## config.mk

```make
export PLATFORM = sky130hd
export DESIGN_NAME = kbd_scanner
export DESIGN_NICKNAME = d
export VERILOG_FILES = /design/src/rtl/kbd_scanner.sv
export SDC_FILE = /design/constraint.sdc
export NUM_CORES = 1
export LEC_CHECK = 0
export BUFFER_PORTS_ARGS = -buffer_cell sky130_fd_sc_hd__clkbuf_2
export CAP_MARGIN = 15
export CELL_PAD_IN_SITES_DETAIL_PLACEMENT = 1
export CELL_PAD_IN_SITES_GLOBAL_PLACEMENT = 2
export CORE_ASPECT_RATIO = 1.5
export CORE_MARGIN = 3
export CORE_UTILIZATION = 25
export CTS_CLUSTER_SIZE = 12
export DETAILED_ROUTE_END_ITERATION = 12
export PLACE_DENSITY_LB_ADDON = 0.12
export RECOVER_POWER = 100
export REMOVE_ABC_BUFFERS = 1
export SYNTH_ARGS = -nofsm -noshare
export SYNTH_HDL_FRONTEND = slang
export SYNTH_SLANG_ARGS = --single-unit
```

## constraint.sdc

```tcl
create_clock -name clk -period 1.3 [get_ports clk]
set_input_delay 0.195 -clock clk [delete_from_list [all_inputs] [get_ports clk]]
set_output_delay 0.195 -clock clk [all_outputs]
set_load 0.05 [all_outputs]
```

## src/rtl/kbd_scanner.sv

```systemverilog
module kbd_scanner #(
  parameter int COL_W = 4,
  parameter int ROW_W = 3,
  parameter int ADDR_W = 8,
  parameter logic [ADDR_W-1:0] STAT_PORT = 8'h80,
  parameter logic [ADDR_W-1:0] COL_PORT = 8'hB8,
  localparam int GRP_W = 1 << ROW_W,
  localparam int KEY_W = COL_W + ROW_W
) (
  input  logic              clk,
  input  logic              rst_n,
  input  logic [ROW_W-1:0]  scan_line,
  input  logic              row_adv,
  input  logic              frame_start,
  input  logic              key_sense,
  output logic [KEY_W-1:0]  key_addr,
  input  logic [ADDR_W-1:0] cpu_addr,
  input  logic              cpu_wr,
  input  logic [GRP_W-1:0]  cpu_wdata,
  output logic [GRP_W-1:0]  cpu_rdata
);
  localparam logic [COL_W-1:0] COL_MAX = '1;

  logic [COL_W-1:0] col_q;
  logic [ROW_W-1:0] line_q;
  logic             sense_q;
  logic [GRP_W-1:0] shift_q, status_q, shift_nxt;

  wire line_chg = scan_line != line_q;
  wire wr_col   = cpu_wr && (cpu_addr == COL_PORT);

  assign key_addr  = {col_q, scan_line};
  assign shift_nxt = line_chg ? {sense_q, shift_q[GRP_W-1:1]} : shift_q;

  always_ff @(posedge clk) begin
    if (!rst_n) begin
      col_q    <= '0;
      line_q   <= '0;
      sense_q  <= 1'b0;
      shift_q  <= '0;
      status_q <= '0;
    end else begin
      line_q  <= scan_line;
      sense_q <= key_sense;
      shift_q <= shift_nxt;
      if (row_adv) status_q <= shift_nxt;
      if (frame_start)                   col_q <= '0;
      else if (wr_col)                   col_q <= cpu_wdata[COL_W-1:0];
      else if (row_adv && col_q != COL_MAX) col_q <= col_q + 1'b1;
    end
  end

  always_comb begin
    cpu_rdata = '0;
    if (cpu_addr == STAT_PORT)     cpu_rdata = status_q;
    else if (cpu_addr == COL_PORT) cpu_rdata[COL_W-1:0] = col_q;
  end
endmodule


```

**After elaboration in Yosys (flattened, before gate mapping)**

Index checks and enable logic that the tools add are counted.

- Add/sub/neg operators: 1
- Equal/unequal tests: 4
- Muxes and demuxes: 6
- Bitwise logic cells: 1
- Reductions and logical operators: 4

Operators with widths:

| kind | count |
|---|---|
| $mux 4 | 5 |
| $eq 8x8->1 const B | 2 |
| $mux 8 | 1 |
| $add 4x1->4 const B | 1 |
| $ne 4x4->1 const B | 1 |
| $ne 3x3->1 | 1 |
| $logic_and 1x1->1 | 2 |
| $reduce_bool 2->1 | 1 |
| $reduce_or 2->1 | 1 |
| $not 1->1 | 1 |

- Flip-flop bits (word level): 24
- Input port bits: 25
- Word-level logic and storage cells: 21

**Longest topological paths before layout**

- Depth in word-level cells: 4
- Depth in mapped cells: 5
- Depth with buffers taken out: 5

**Least setup slack after synthesis**

No wires, ideal clock.

- Path kind: in2out
- Start point: in cpu_addr[1]
- End point: out cpu_rdata[0]
- Data arrival time: 1598 ps
- Data required time: 1105 ps
- Slack: -493 ps
- Stages on the path: 3
- Path buffers: 0
- Cells stage by stage: or2_1 > or3_2 > nor2_1

- Cells in the longest elaborated chain, start to end: 3
- Elaborated cells between the ends (all ways): 4
- Those cells by class: 2 x eq/ne; 2 x mux

RTL lines:

| what | RTL line | text |
|---|---|---|
| start: declaration | 17 | `input logic [ADDR_W-1:0] cpu_addr,` |
| $eq 8x8->1 | 56 | `else if (cpu_addr == COL_PORT) cpu_rdata[COL_W-1:0] = col_q;` |
| $mux 4 | 56 |  |
| $mux 4 * | 55 | `if (cpu_addr == STAT_PORT) cpu_rdata = status_q;` |
| end: declaration | 20 | `output logic [GRP_W-1:0] cpu_rdata` |

Mark *: on every way between the ends. The rest lies on a longest branch, timed or not.

**Worst setup path after layout**

- Start point: in cpu_addr[0]
- End point: out cpu_rdata[5]

- Cells in the longest elaborated chain, start to end: 2

RTL lines:

| what | RTL line |
|---|---|
| $eq 8x8->1 | 55 |
| $mux 4 | 55 |

No other way between the ends.

==> impl_metrics.tcl <==
set metrics [dict create \
    crit_type "input port to output port" \
    yosysWarnings 0 \
    max_cap_violations 0 \
    cts_max_level 1 \
    cp-start-kind "input port" \
    synth_fa_ha_area_share_pct 1.15 \
    syn_to_final_growth_pct 64.9 \
    synthMuxAreaShare_pct 10.3 \
    core_area_um2 4060 \
    dp_slack_ns -0.394 \
    synth_xor_xnor_area_share_pct 3.23 \
    synth_top_family_by_area "simple AND/OR/NAND/NOR gates" \
    fin_crit_sh_pct 111 \
    pwr-share-seq_pct 50.3 \
    cts.clk_slew.worst_paths_ns 0.08 \
    drv_slew 0 \
    p_per_area_nw_per_um2 869 \
    rsz0062_at_grt "true" \
    cts_sinks 24 \
    yosys.area_share.simple_pct 22.8 \
    instances_no_fill 202 \
    drive_above_1_share_pct 56.7 \
    dr.pass1.iters 4 \
    cts_root_buf "clkbuf_8" \
    die_area_um2 5190 \
    syn_area_per_cell_um2 9.61 \
    grt_use_total_pct 12.8 \
    drt-total-wl_mm 3.05 \
    cts_max_path_buffers 2 \
    outcome "finished, violations left" \
    vias 996 \
    grt_max_degree 21 \
    max_freq_ghz 0.695 \
    finalHoldViolations 0 \
    rows 28 \
    drtAntennaViolNets 0 \
    grt_overflow 0 \
    fin_area_um2 1790 \
    setup_viol 24 \
    p_clk_share_pct 33.1 \
    nFillCells 455 \
    end_kind "output port" \
    violations "setup timing" \
    synthDominantCellAreaShare_pct 44.2 \
    period_minus_slack_ns 1.44 \
    start_util_pct 26.7 \
    dp_hpwl_mm 2.28 \
    wl_per_cell_um 15.1 \
    comb_power_share_pct 16.6 \
    p_int_uw 1150 \
    drtIter0Drc 6 \
    antenna_found_initial 0 \
    tritoncts "done" \
    postSynthCellCount 113 \
    cp_data_required_time_ns 1.11 \
    ys_types 30 \
    layout_setup_ws_ns -0.138 \
    num-nets-final 184 \
    worstPathArrival_ns 1.24 \
    cts_inserted_buffers 3 \
    die_height_um 86.7 \
    die_w_um 59.8 \
    dp.cells 197 \
    ir_worst_vdd_mv 0.558 \
    grt_pass1_vias 1127 \
    slew_headroom_pct 51.1 \
    fin_skew_ns 0.00336 \
    synth_area_um2 1090 \
    drcViolationCount 0 \
    seq_area_frac_synth_pct 44.2 \
    placed_cell_area_um2 1490 \
    netlist.top_cell.by_area "dfxtp_1" \
    port_buffers 35 \
    gp_congestion 0.703 \
    synth_compound_area_share_pct 13.7 \
    avgViaCountPerCell 4.93 \
    clk_latency_ns 0.27 \
    synthTopCellsByArea "dfxtp_1 (44%), mux2i_1 (9.2%), nor2b_1 (4.6%)" \
    ys_ff_latch 24 \
    worstMarginPinSlew_ns 0.734 \
    p_sw_uw 402 \
    hold_path.class "input port to register" \
    insertedDiodeCount 0 \
    p_sw_share_pct 25.8 \
    crit_fanout 4 \
    grt_pass1_wl_mm 5.13 \
    p_leak_uw 0.000669 \
    io_pins 40 \
]
-- timing repair --
action,CTS,global route
hold buffers,0,0
buffers inserted,1,0
pin swaps,14,9
hold endpoints to repair,0,0
endpoints found under the setup margin,17,29
gates resized for setup,32,21
-- power groups by stage --
stage / Combinational [uW] / Sequential [uW] / Clock (uW)
floorplan: 76.0 / 796 / 0
global placement: 202 / 791 / 0
detailed placement: 208 / 791 / 0
CTS: 235 / 778 / 539
global route: 280 / 787 / 576
finish: 258 / 783 / 514
-- layout make-up --
cell class | count | area (um^2) | share of cell area (%)
multi-input combinational | 81 | 788 | 44.0
clock buffer | 4 | 55.1 | 3.07
sequential | 24 | 485 | 27.1
timing repair buffer | 48 | 405 | 22.6
tap | 45 | 56.3 | 3.14
-- per-stage QoR --
| step | power [uW] | setup TNS [ns] | util [%] | hold WS, ns |
|---|---|---|---|---|
| detailed placement | 999 | -3.93 | 36.7 | 0.409 |
| global route | 1640 | -2.84 | 44.1 | 0.117 |
| finish | 1560 | -1.36 | 44.1 | 0.125 |
| global placement | 993 | -3.69 | 36.7 | 0.408 |
| floorplan | 872 | -3.36 | - | 0.284 |
| CTS | 1550 | -1.62 | 41.6 | 0.118 |
-- worst max-delay path: stages --
cell and delay, ns:
buf_6 0.09, or2_4 0.24, buf_6 0.12, nor3_4 0.14, buf_6 0.13, and3_4 0.19
buf_12 0.13
-- layer usage --
layer,vias up,GRT usage (%),share of wire [%]
li1,480,-,-
met1,491,14.8,38
met2,21,22.8,57
met3,4,1.79,3.0
met4,0,5.44,1.5
met5,-,0,0
-- kinds of logic (layout without fill, tap and decap cells) --
| group | Yosys count | after routing |
|---|---|---|
| multiplexers | 11 | 11 |
| XOR/XNOR | 4 | 4 |
| AND/OR/NAND/NOR | 41 | 41 |
| flip-flops | 24 | 24 |
| AO/OA/AOI/OAI | 24 | 24 |
| buffers and inverters | 8 | 52 |
| adder cells (fa/ha/maj) | 1 | 1 |
-- path summary, 6_finish.rpt --
check / cells past startpoint / to / slack [ns] / from
hold reg to reg: 2 / status_q[4] / 0.56 / status_q[4]
setup reg to reg: 5 / status_q[5] / -0.02 / line_q[0]
setup / recovery: 7 / cpu_rdata[5] / -0.14 / cpu_addr[0]
hold / removal: 2 / sense_q / 0.13 / key_sense
-- flip-flops by register name (all words and copies together) (netlist names) --
register  flops
shift_q       8
sense_q       1
status_q      8
col_q         4
line_q        3
-- Yosys cell counts --
| library cell | instances |
|---|---|
| and2_1 | 4 |
| o21ai_0 | 8 |
| or3_2 | 1 |
| a22oi_1 | 4 |
| nor2_1 | 8 |
| ha_1 | 1 |
| clkbuf_1 | 3 |
| dfxtp_1 | 24 |
| a311oi_2 | 1 |
| a31oi_1 | 1 |
| mux2_2 | 1 |
| or4_4 | 1 |
| a211oi_2 | 1 |
| buf_2 | 1 |
| xor2_1 | 4 |
| or2_1 | 1 |
| buf_4 | 3 |
| nor2b_1 | 8 |
| mux2i_1 | 10 |
| nor3_1 | 2 |
| and2b_2 | 1 |
| nand2_1 | 2 |
| nand4_1 | 2 |
| buf_6 | 1 |
| a21oi_1 | 9 |
| nand3_1 | 2 |
| nor3_4 | 1 |
| or2b_2 | 1 |
| nand2b_1 | 2 |
| and3_1 | 5 |
-- layout by cell type (no fill, tap or decap), types with 5 or more instances in the layout --
cell type  count
clkbuf_1       5
buf_4          7
nor2b_1        8
clkbuf_2      22
a21oi_1        5
o21ai_0        8
nor2_4         5
dfxtp_1       20
buf_12         9
mux2i_4        8
Power figures use the tool's default switching activity.
